**config.mk**
```make
export PLATFORM = sky130hd
export DESIGN_NAME = dram_ctrl
export DESIGN_NICKNAME = d
export VERILOG_FILES = /design/src/rtl/dram_ctrl.sv
export SDC_FILE = /design/constraint.sdc
export NUM_CORES = 1
export LEC_CHECK = 0
export BUFFER_PORTS_ARGS = -buffer_cell sky130_fd_sc_hd__buf_4
export CORE_MARGIN = 10
export CORE_UTILIZATION = 50
export DETAILED_ROUTE_END_ITERATION = 16
export PLACE_DENSITY = 0.83
export SLEW_MARGIN = 20
export SYNTH_ARGS = -nofsm -noshare
export SYNTH_HDL_FRONTEND = slang
export SYNTH_SLANG_ARGS = --single-unit
```
**constraint.sdc**
```tcl
create_clock -name clk -period 6.3 [get_ports clk]
set_clock_uncertainty 0.2 [all_clocks]
set_input_delay 0.63 -clock clk [delete_from_list [all_inputs] [get_ports clk]]
set_output_delay 0.63 -clock clk [all_outputs]
set_load 0.03 [all_outputs]
```
**src/rtl/dram_ctrl.sv**
```systemverilog
module dram_ctrl #(
  parameter int ADDR_W       = 8,
  parameter int DATA_W       = 8,
  parameter int T_RCD        = 2,
  parameter int T_CAS        = 2,
  parameter int T_RP         = 2,
  parameter int T_RAS        = 3,
  parameter int RD_LAT       = 2,
  parameter int REF_INTERVAL = 64
) (
  input  logic              clk,
  input  logic              rst_n,
  input  logic              req_valid,
  input  logic              req_write,
  input  logic [ADDR_W-1:0] req_addr,
  input  logic [DATA_W-1:0] req_wdata,
  output logic              req_ready,
  output logic              rsp_valid,
  output logic [DATA_W-1:0] rsp_rdata,
  output logic [ADDR_W/2-1:0] mem_addr,
  output logic              mem_ras_n,
  output logic              mem_cas_n,
  output logic              mem_we_n,
  output logic [DATA_W-1:0] mem_dq_out,
  output logic              mem_dq_oe,
  input  logic [DATA_W-1:0] mem_dq_in
);
  localparam int HALF     = ADDR_W / 2;
  localparam int CW       = 8;
  localparam int RCW      = $clog2(REF_INTERVAL);
  localparam int MAX_WAIT = 2 * T_RP + T_RCD + T_CAS + 4;

  typedef enum logic [3:0] {
    S_IDLE, S_ROW, S_RCD, S_COL, S_CAS, S_OPEN, S_PRE, S_RFROW, S_RFRAS
  } st_t;

  st_t state, nstate;
  logic [CW-1:0]     cnt, ncnt;
  logic              have_req, n_have;
  logic [ADDR_W-1:0] q_addr, n_addr;
  logic              q_we, n_we;
  logic [DATA_W-1:0] q_wdata, n_wdata;
  logic [HALF-1:0]   open_row, ref_row;
  logic [RCW-1:0]    ref_cnt;
  logic              ref_pend;

  wire accept = req_valid & req_ready;
  wire hit    = req_addr[ADDR_W-1:HALF] == open_row;
  wire wr_ph  = (nstate == S_COL || nstate == S_CAS) && n_we;
  wire row_lo = nstate inside {S_RCD, S_COL, S_CAS, S_OPEN, S_RFRAS};

  assign req_ready = (state == S_IDLE || state == S_OPEN) && !ref_pend;
  assign n_addr    = accept ? req_addr  : q_addr;
  assign n_we      = accept ? req_write : q_we;
  assign n_wdata   = accept ? req_wdata : q_wdata;

  always_comb begin
    nstate = state;
    ncnt   = (cnt != '0) ? cnt - 1'b1 : '0;
    n_have = have_req;
    case (state)
      S_IDLE:  if (ref_pend) nstate = S_RFROW;
               else if (accept) nstate = S_ROW;
      S_ROW:   begin nstate = S_RCD; ncnt = CW'(T_RCD - 1); n_have = 1'b0; end
      S_RCD:   if (cnt == '0) nstate = S_COL;
      S_COL:   begin nstate = S_CAS; ncnt = CW'(T_CAS - 1); end
      S_CAS:   if (cnt == '0) nstate = S_OPEN;
      S_OPEN:  if (ref_pend) begin
                 nstate = S_PRE; ncnt = CW'(T_RP - 1);
               end else if (accept) begin
                 if (hit) nstate = S_COL;
                 else begin nstate = S_PRE; ncnt = CW'(T_RP - 1); n_have = 1'b1; end
               end
      S_PRE:   if (cnt == '0) begin
                 if (have_req) nstate = S_ROW;
                 else if (ref_pend) nstate = S_RFROW;
                 else nstate = S_IDLE;
               end
      S_RFROW: begin nstate = S_RFRAS; ncnt = CW'(T_RAS - 1); end
      S_RFRAS: if (cnt == '0) begin nstate = S_PRE; ncnt = CW'(T_RP - 1); end
      default: nstate = S_IDLE;
    endcase
  end

  always_ff @(posedge clk or negedge rst_n) begin
    if (!rst_n) begin
      state <= S_IDLE; cnt <= '0; have_req <= 1'b0;
      q_addr <= '0; q_we <= 1'b0; q_wdata <= '0; open_row <= '0;
    end else begin
      state <= nstate; cnt <= ncnt; have_req <= n_have;
      if (accept) begin q_addr <= req_addr; q_we <= req_write; q_wdata <= req_wdata; end
      if (state == S_ROW) open_row <= q_addr[ADDR_W-1:HALF];
    end
  end

  always_ff @(posedge clk or negedge rst_n) begin
    if (!rst_n) begin
      ref_cnt <= '0; ref_pend <= 1'b0; ref_row <= '0;
    end else begin
      ref_cnt <= (ref_cnt == RCW'(REF_INTERVAL - 1)) ? '0 : ref_cnt + 1'b1;
      if (ref_cnt == RCW'(REF_INTERVAL - 1)) ref_pend <= 1'b1;
      else if (nstate == S_RFROW) ref_pend <= 1'b0;
      if (state == S_RFRAS && nstate == S_PRE) ref_row <= ref_row + 1'b1;
    end
  end

  always_ff @(posedge clk or negedge rst_n) begin
    if (!rst_n) begin
      mem_ras_n <= 1'b1; mem_cas_n <= 1'b1; mem_we_n <= 1'b1; mem_dq_oe <= 1'b0;
      mem_dq_out <= '0; mem_addr <= '0; rsp_valid <= 1'b0; rsp_rdata <= '0;
    end else begin
      mem_ras_n  <= !row_lo;
      mem_cas_n  <= nstate != S_CAS;
      mem_we_n   <= !wr_ph;
      mem_dq_oe  <= wr_ph;
      mem_dq_out <= n_wdata;
      case (nstate)
        S_ROW, S_RCD:     mem_addr <= n_addr[ADDR_W-1:HALF];
        S_COL, S_CAS:     mem_addr <= n_addr[HALF-1:0];
        S_RFROW, S_RFRAS: mem_addr <= ref_row;
        default:          mem_addr <= mem_addr;
      endcase
      rsp_valid <= state == S_CAS && cnt == CW'(T_CAS - RD_LAT) && !q_we;
      if (state == S_CAS && cnt == CW'(T_CAS - RD_LAT) && !q_we) rsp_rdata <= mem_dq_in;
    end
  end

  logic [CW-1:0] hi_cnt, ref_wait;
  always_ff @(posedge clk or negedge rst_n) begin
    if (!rst_n) begin
      hi_cnt <= CW'(T_RP); ref_wait <= '0;
    end else begin
      if (!mem_ras_n) hi_cnt <= '0;
      else if (hi_cnt < CW'(T_RP)) hi_cnt <= hi_cnt + 1'b1;
      if (!ref_pend) ref_wait <= '0;
      else if (ref_wait != '1) ref_wait <= ref_wait + 1'b1;
    end
  end

  AST_CAS_INSIDE_RAS: assert property (@(posedge clk) disable iff (!rst_n) !mem_cas_n |-> !mem_ras_n);
  AST_ROW_ADDR_HELD: assert property (@(posedge clk) disable iff (!rst_n) $fell(mem_ras_n) |-> $stable(mem_addr));
  AST_COL_ADDR_HELD: assert property (@(posedge clk) disable iff (!rst_n) $fell(mem_cas_n) |-> $stable(mem_addr));
  AST_WE_SETUP: assert property (@(posedge clk) disable iff (!rst_n) ($fell(mem_cas_n) && !mem_we_n) |-> ($past(mem_we_n) == 1'b0 && mem_dq_oe));
  AST_PRECHARGE_MIN: assert property (@(posedge clk) disable iff (!rst_n) $fell(mem_ras_n) |-> hi_cnt >= CW'(T_RP));
  AST_REFRESH_BLOCKS: assert property (@(posedge clk) disable iff (!rst_n) ref_pend |-> !req_ready);
  AST_REFRESH_BOUND: assert property (@(posedge clk) disable iff (!rst_n) ref_wait <= CW'(MAX_WAIT));
endmodule

```
==> flow_summary.yaml, run 1 <==
floorplanning:
  die_w_um: 97.2
  ios: 54
  row_count: 28
  start_util: 0.509
  die_h_um: 97.2
  die_area_um2: 9440
  core_area_um2: 5850
routing:
  routed_wl_mm: 6.73
  drtIter0Drc: 86
  wl_per_cell_um: 17.1
  routed_via_density: 5.50
  drtPass1Iterations: 4
  ant_nets: 0
  drc_errors: 0
  vias: 2166
power:
  peakVddDrop_v: 0.000337
  powerDensity_nw_per_um2: 580
  p_total_mw: 2.08
  power.leakage_nw: 1.65
clocking:
  cts_tree: "built"
  cts_hold_buffers: 0
  clk_latency_ps: 340
  cts.repair.resized: 0
  numCtsBuffers: 9
  clock-sinks: 62
  clk_pin_slew_worst_paths_ps: 80
  clockBufferDepth: 2
  cts_root_buffer: "clkbuf_8"
  postCtsSetupBuffers: 0
  cts_max_level: 3
run:
  cap_violations: 0
synth:
  netlist_top_cells_count: "dfrtp_1 (59), mux2_2 (25), nor2_1 (20)"
  async_reset_ff_frac: 1.00
  synth_top_cell_by_area: "dfrtp_1"
  yosysMostFrequentCell: "dfrtp_1"
  synth_ff_type: "dfrtp_1"
  syn_area_per_cell_um2: 11.4
  synth-seq-cells: 62
  yosysSeqAreaShare: 0.522
  synthesis.instances: 260
  synth_edf_count: 0
  synth_top_area_frac: 0.496
  synth_area_um2: 2980
  ys_types: 56
  syn_nets: 291
  yosys_warnings: 0
  yosys-top-cells-area: "dfrtp_1 (50%), mux2_2 (9.5%), xnor2_1 (3.2%)"
cells_and_area:
  multiInputGateArea_um2: 1300
  final_cell_area_um2: 3590
  area_delta_synth_final_pct: 20.7
  drive_above_1_share: 0.348
  nFillCells: 475
  insertedDiodeCount: 0
  ff_latch_area_um2: 1560
  final_nets: 345
global_routing:
  grt_pass1_vias: 2250
  grt_start_max_net_pins: 63
  grt_pass1_wl_mm: 11.4
  grtUsageTotal: 0.148
  gr-total-overflow: 0
  antenna_found_initial: 0
placement:
  gp_congestion: 0.797
  post-place-ws_ps: 3110
  hpwl_mm: 4.97
  place_area_um2: 3410
  io_buffers: 53
worst_hold_path:
  min_path_type: "in2async"
sta:
  final.setup.worst_slack_ps: 3070
  max_freq_ghz: 0.310
  rsz0062_at_grt: "false"
  fin_crit_sh: 0.512
  slew_headroom: 0.381
  report.final.hold_viol_count: 0
  setup_tns_ps: 0
  slew_viol_final: 0
  hold_ws_ps: 149
  fin_crit_ps: 3230
  setup_viol: 0
  tightest_slew_ps: 920
critical_path:
  cp_data_required_time_ps: 6320
  reg2reg_slack_ps: 3070
  cp.arrival_ps: 3250
  rr_worst_depth: 7
  cp_max_fo: 19
  r2r-start: "state[0]$_DFF_PN0_"
  endpoint_kind: "flop"
  path_class: "reg2reg"
  worst_setup_path_start_kind: "flop"
  r2r-end: "mem_addr[1]$_DFFE_PN0P_"
status:
  status: "finished, final reports clean"
-- metrics by stage --
stage          std cells  utilization
2_1_floorplan        260            -
3_3_place_gp         378        0.583
3_5_place_dp         378        0.583
4_1_cts              394        0.614
5_1_grt              394        0.614
6_report             394        0.614
-- report_power, final --
group / switching (mW) / internal (mW) / total, mW
registers: 0.134 / 0.566 / 0.700
clock network: 0.155 / 0.183 / 0.338
logic: 0.594 / 0.451 / 1.04
total: 0.883 / 1.20 / 2.08
-- logic make-up after synthesis --
kind of cell             after synthesis  synth area share
AO/OA/AOI/OAI                         43             0.108
XOR/XNOR                              15            0.0441
adder cells (fa/ha/maj)                3            0.0126
buffers and inverters                 27            0.0416
flip-flops                            62             0.522
multiplexers                          32             0.124
AND/OR/NAND/NOR                       78             0.148
-- placed cells by master, fill, tap and decap left out, drive strengths merged, types with 2 or more instances in the layout --
cell type / Yosys / layout
o21ai: 12 / 12
nand4: 4 / 4
xnor2: 11 / 11
nand2b: 2 / 2
and2: 2 / 2
nor3: 7 / 7
dfstp: 3 / 3
mux2i: 3 / 3
or2: 6 / 6
a21oi: 7 / 7
dfrtp: 59 / 59
nand2: 14 / 14
nor2: 20 / 20
buf: 6 / 53
nor3b: 4 / 4
a32oi: 5 / 5
o31ai: 3 / 3
nand3: 4 / 4
nor4: 7 / 7
clkbuf: 4 / 12
a22oi: 4 / 4
xor2: 4 / 4
ha: 3 / 3
mux2: 29 / 29
nor2b: 3 / 3
clkinv: 1 / 3
inv: 16 / 17
-- metal layers --
layer / part of all wire / track usage
met1: 0.40 / 0.167
met2: 0.54 / 0.255
met3: 0.039 / 0.0391
met4: 0.019 / 0.0670
met5: 0 / 0
-- area by class of cell --
class	count	area share
clock inverter	4	0.0136
inverter	17	0.0178
multi-input combinational	171	0.361
tap	75	0.0261
clock buffer	12	0.0376
timing repair buffer	53	0.111
sequential	62	0.433
-- worst max-delay path, cell delays in order (launching register included) --
cell     delay (ps)
dfrtp_1         730
xor2_1          180
or4b_1          880
mux2_4          440
nor3_1          240
o21ai_0         130
a32oi_1         220
a22oi_1          90
-- worst max path at each step --
stage,to,startpoint,depth (start not counted),slack [ps]
6_report,mem_addr[1]$_DFFE_PN0P_,state[0]$_DFF_PN0_,7,3070
5_1_grt,mem_addr[0]$_DFFE_PN0P_,state[0]$_DFF_PN0_,7,2820
4_1_cts,mem_addr[2]$_DFFE_PN0P_,state[0]$_DFF_PN0_,7,3100
3_5_place_dp,mem_addr[2]$_DFFE_PN0P_,req_valid,8,3110
3_3_place_gp,mem_addr[0]$_DFFE_PN0P_,req_valid,8,3170
2_1_floorplan,mem_addr[0]$_DFFE_PN0P_,req_valid,8,3720
-- registers in the layout, summed over array words and instances (netlist names), 4 cells and up --
| signal | flops |
|---|---|
| open_row | 4 |
| state | 4 |
| ref_cnt | 6 |
| cnt | 8 |
| mem_addr | 4 |
| q_addr | 8 |
| rsp_rdata | 8 |
| mem_dq_out | 8 |
| ref_row | 4 |
Power figures use the tool's default switching activity.
==> run 2, diff against run 1 <==
==> constraint.sdc (replaced) <==
create_clock -name clk -period 3.22 [get_ports clk]
set_clock_uncertainty 0.2 [all_clocks]
set_input_delay 0.322 -clock clk [delete_from_list [all_inputs] [get_ports clk]]
set_output_delay 0.322 -clock clk [all_outputs]
set_load 0.03 [all_outputs]
==> flow_summary.yaml, run 2 (synthesized netlist as in run 1, its figures left out) <==
status:
  status: "finished, final reports clean"
sta:
  tightest_slew_ps: 763
  final.setup.worst_slack_ps: 387
  setup_tns_ps: 0
  slew_headroom: 0.491
  rsz0062_at_grt: "false"
  setup_viol: 0
  fin_crit_ps: 2830
  slew_viol_final: 0
  max_freq_ghz: 0.353
  report.final.hold_viol_count: 0
  hold_ws_ps: 18.5
  fin_crit_sh: 0.880
clocking:
  cts_root_buffer: "clkbuf_8"
  cts_max_level: 3
  numCtsBuffers: 9
  clk_pin_slew_worst_paths_ps: 70
  clock-sinks: 62
  cts.repair.resized: 0
  clk_latency_ps: 330
  cts_tree: "built"
  clockBufferDepth: 2
global_routing:
  grt_pass1_vias: 2310
  grt_start_max_net_pins: 63
  grt_pass1_wl_mm: 11.3
  gr-total-overflow: 0
  antenna_found_initial: 0
  grtUsageTotal: 0.143
run:
  cap_violations: 0
cells_and_area:
  drive_above_1_share: 0.356
  ff_latch_area_um2: 1560
  final_cell_area_um2: 3640
  nFillCells: 465
  final_nets: 349
  layout_commonest_cell: "dfrtp_1"
  multiInputGateArea_um2: 1300
  insertedDiodeCount: 0
  area_delta_synth_final_pct: 22.4
  final_cell_mix: "dfrtp_1 (59), buf_4 (56), mux2_2 (25)"
routing:
  drc_errors: 0
  wl_per_cell_um: 16.7
  routed_via_density: 5.50
  drtIter0Drc: 167
  routed_wl_mm: 6.63
  ant_nets: 0
  drtPass1Iterations: 4
  vias: 2188
power:
  p_total_mw: 4.11
  p_clk_frac: 0.167
  combPwrFrac: 0.502
  power.leakage_nw: 1.67
  p_switching_mw: 1.71
  peakVddDrop_v: 0.000640
  switching_share: 0.415
  p_int_mw: 2.40
  powerDensity_nw_per_um2: 1130
  seqPwrFrac: 0.331
placement:
  post-place-ws_ps: 406
  place_area_um2: 3430
  io_buffers: 53
  gp_congestion: 0.883
  hpwl_mm: 5.01
floorplanning:
  die_h_um: 97.2
  core_area_um2: 5850
  ios: 54
  row_count: 28
  start_util: 0.509
  die_w_um: 97.2
  die_area_um2: 9440
critical_path:
  cp_max_fo: 12
  cp.arrival_ps: 2840
  path_class: "reg2reg"
  worst_setup_path_start_kind: "flop"
  endpoint_kind: "flop"
  cp_data_required_time_ps: 3230
worst_hold_path:
  min_path_type: "in2reg"
run 2: changes by cell type in the layout (fill, tap and decap cells not counted):
cell	previous run	this run
buf_4	53	56
clkbuf_1	3	2
clkbuf_8	9	11
clkinv_2	2	1
clkinvlp_4	0	1
dlygate4sd3_1	0	1
inv_6	1	0
run 2: what timing repair did:
action | 4_1_cts | 5_1_grt
hold buffers | 1 | 0
hold endpoints to repair | 59 | 0
buffers inserted | 0 | 0
run 2: area by class of cell:
class / count / share of cell area
inverters: 17 / 0.0175
repair buffers: 57 / 0.118
multi-input cells: 171 / 0.356
flip-flops and latches: 62 / 0.427
clock inverters: 3 / 0.0117
clock buffers: 13 / 0.0436
well taps: 75 / 0.0258
run 2: power groups by stage:
stage | sequential (mW) | combinational [mW] | clock [mW]
2_1_floorplan | 1.55 | 1.31 | 0
5_1_grt | 1.40 | 2.24 | 0.739
6_report | 1.36 | 2.06 | 0.685
4_1_cts | 1.36 | 2.08 | 0.704
3_3_place_gp | 1.35 | 2.01 | 0
3_5_place_dp | 1.37 | 2.07 | 0
run 2: layer usage:
metal | part of all wire | global-route usage | wire length (µm) | vias to the layer above
met3 | 0.030 | 0.0306 | 201 | 14
met1 | 0.41 | 0.164 | 2750 | 1088
li1 | - | - | - | 1041
met4 | 0.025 | 0.0613 | 165 | 0
met2 | 0.53 | 0.250 | 3510 | 45
met5 | 0 | 0 | 0 | -
run 2: critical path, cell delays in order (launching register included):
cell     delay [ps]
dfrtp_1         520
xor2_1          210
or4b_1          700
mux2_4          380
nor3_1          240
o21ai_0         130
a32oi_1         210
a22oi_1         110
run 2: worst paths after layout:
kind,startpoint,to,slack [ps],cells after the start
max reg2reg,state[2]$_DFF_PN0_,mem_addr[0]$_DFFE_PN0P_,390,7
min reg2reg,ref_cnt[5]$_DFF_PN0_,ref_cnt[5]$_DFF_PN0_,280,1
min,mem_dq_in[7],rsp_rdata[7]$_DFFE_PN0P_,20,2
max,state[2]$_DFF_PN0_,mem_addr[0]$_DFFE_PN0P_,390,7
min in group asynchronous,rst_n,mem_dq_out[4]$_DFFE_PN0N_,410,2
max in group asynchronous,rst_n,ref_cnt[0]$_DFF_PN0_,1910,2
run 2: metrics by stage:
stage	utilization	std cells
finish	0.623	398
global route	0.623	398
CTS	0.623	398
detailed placement	0.586	381
global placement	0.586	381
floorplan	-	260
==> run 3, diff against run 2 <==
--- a/config.mk
+++ b/config.mk
@@ -8,8 +8,9 @@
 export BUFFER_PORTS_ARGS = -buffer_cell sky130_fd_sc_hd__buf_4
 export CORE_MARGIN = 10
 export CORE_UTILIZATION = 50
+export CTS_CLUSTER_DIAMETER = 100
 export DETAILED_ROUTE_END_ITERATION = 16
-export PLACE_DENSITY = 0.83
+export PLACE_DENSITY = 0.73
 export SLEW_MARGIN = 20
 export SYNTH_ARGS = -nofsm -noshare
 export SYNTH_HDL_FRONTEND = slang
==> flow_summary.yaml, run 3 (synthesized netlist as in run 1, its figures left out) <==
status:
  status: "finished, final reports clean"
power:
  power.leakage_nw: 1.70
  p_switching_mw: 1.70
  p_clk_frac: 0.167
  seqPwrFrac: 0.318
  powerDensity_nw_per_um2: 1110
  p_int_mw: 2.42
  combPwrFrac: 0.515
  switching_share: 0.412
  p_total_mw: 4.12
  peakVddDrop_v: 0.000538
cells_and_area:
  insertedDiodeCount: 0
  area_delta_synth_final_pct: 24.1
  final_cells: 404
  drive_above_1_share: 0.359
  final_cell_area_um2: 3690
  final_nets: 355
  final_cell_mix: "dfrtp_1 (59), buf_4 (59), mux2_2 (25)"
  post-route-util: 0.632
routing:
  vias: 2161
  drc_errors: 0
  drtIter0Drc: 92
  wl_per_cell_um: 15.9
  routed_wl_mm: 6.42
  drtPass1Iterations: 4
  ant_nets: 0
  routed_via_density: 5.35
run:
  cap_violations: 0
clocking:
  clk_latency_ps: 340
  cts.repair.resized: 0
  cts_root_buffer: "clkbuf_8"
  clockBufferDepth: 2
  cts_hold_buffers: 4
  cts_max_level: 3
  numCtsBuffers: 9
  cts_tree: "built"
  clock-sinks: 62
  clk_pin_slew_worst_paths_ps: 70
  postCtsSetupBuffers: 0
critical_path:
  r2r-start: "state[1]$_DFF_PN0_"
  reg2reg_slack_ps: 480
  endpoint_kind: "flop"
  cp_data_required_time_ps: 3240
  critPathSlowestCell: "or4b_1"
  path_class: "reg2reg"
  rr_worst_depth: 8
  path_cells: "nor2_1, or4b_1, buf_4, mux2_1, nor3_1, o21ai_1, a32oi_1, a22oi_1"
  worst_setup_path_start_kind: "flop"
  cp_max_fo: 14
  endpoint: "mem_addr[3]$_DFFE_PN0P_"
  worst_path_largest_cell_delay_ps: 630
  cp.arrival_ps: 2750
  r2r-end: "mem_addr[3]$_DFFE_PN0P_"
  crit_start: "state[1]$_DFF_PN0_"
sta:
  fin_crit_ps: 2740
  max_freq_ghz: 0.366
  tightest_slew_ps: 772
  rsz0062_at_grt: "false"
  slew_viol_final: 0
  setup_tns_ps: 0
  fin_crit_sh: 0.849
  slew_headroom: 0.485
  report.final.hold_viol_count: 0
  setup_viol: 0
placement:
  gp_congestion: 0.887
  io_buffers: 53
  place_area_um2: 3450
  hpwl_mm: 4.71
  dp.cells: 384
global_routing:
  grt_start_max_net_pins: 63
  antenna_found_initial: 0
  gr-total-overflow: 0
  grt_pass1_wl_mm: 10.9
  grt_pass1_vias: 2182
  grtUsageTotal: 0.141
floorplanning:
  die_h_um: 97.2
  die_area_um2: 9440
  ios: 54
  start_util: 0.509
  die_w_um: 97.2
  row_count: 28
  core_area_um2: 5850
worst_hold_path:
  min_path_type: "in2reg"
  holdPathStages: 2
[run 3: worst min-delay path by stage]
stage                 start  slack, ps                         to
2_1_floorplan         rst_n       -170           cnt[0]$_DFF_PN0_
4_1_cts        mem_dq_in[3]        0.6   rsp_rdata[3]$_DFFE_PN0P_
6_report       req_wdata[6]         10  mem_dq_out[6]$_DFFE_PN0N_
5_1_grt        req_wdata[4]          6  mem_dq_out[4]$_DFFE_PN0N_
3_5_place_dp          rst_n        250  mem_dq_out[6]$_DFFE_PN0N_
3_3_place_gp          rst_n        240  mem_dq_out[2]$_DFFE_PN0N_
[run 3: per-stage QoR]
stage,setup WS [ps],hold slack [ps]
floorplan,760,-174
global placement,466,244
detailed placement,473,254
CTS,461,0.557
global route,207,6.20
finish,485,13.9
[run 3: final cells by class]
| cell class | instances | area [µm²] |
|---|---|---|
| Multi-Input combinational cell | 171 | 1300 |
| Inverter | 17 | 63.8 |
| Clock inverter | 3 | 42.5 |
| Fill cell | 504 | 2160 |
| Tap cell | 75 | 93.8 |
| Sequential cell | 62 | 1560 |
| Clock buffer | 13 | 159 |
| Timing Repair Buffer | 63 | 483 |
[run 3: layer usage]
layer | track usage | share of wire | vias to the layer above
li1 | - | - | 1054
met3 | 0.0363 | 0.038 | 16
met2 | 0.230 | 0.50 | 47
met1 | 0.166 | 0.44 | 1044
met4 | 0.0783 | 0.026 | 0
met5 | 0 | 0 | -
[run 3: worst max-delay path: cells and delay by family (launching register included)]
family          cells  cell delay [ps]
flops               1              450
mux                 1              350
compound gates      3              400
buf+inv             1              280
simple gates        3              940
[run 3: power groups by stage]
stage                     clock network, mW  registers (mW)  logic (mW)
after floorplan                           0            1.55        1.31
after global placement                    0            1.31        2.09
after detailed placement                  0            1.32        2.12
after CTS                             0.709            1.31        2.14
after global routing                  0.743            1.35        2.32
final                                 0.689            1.31        2.12
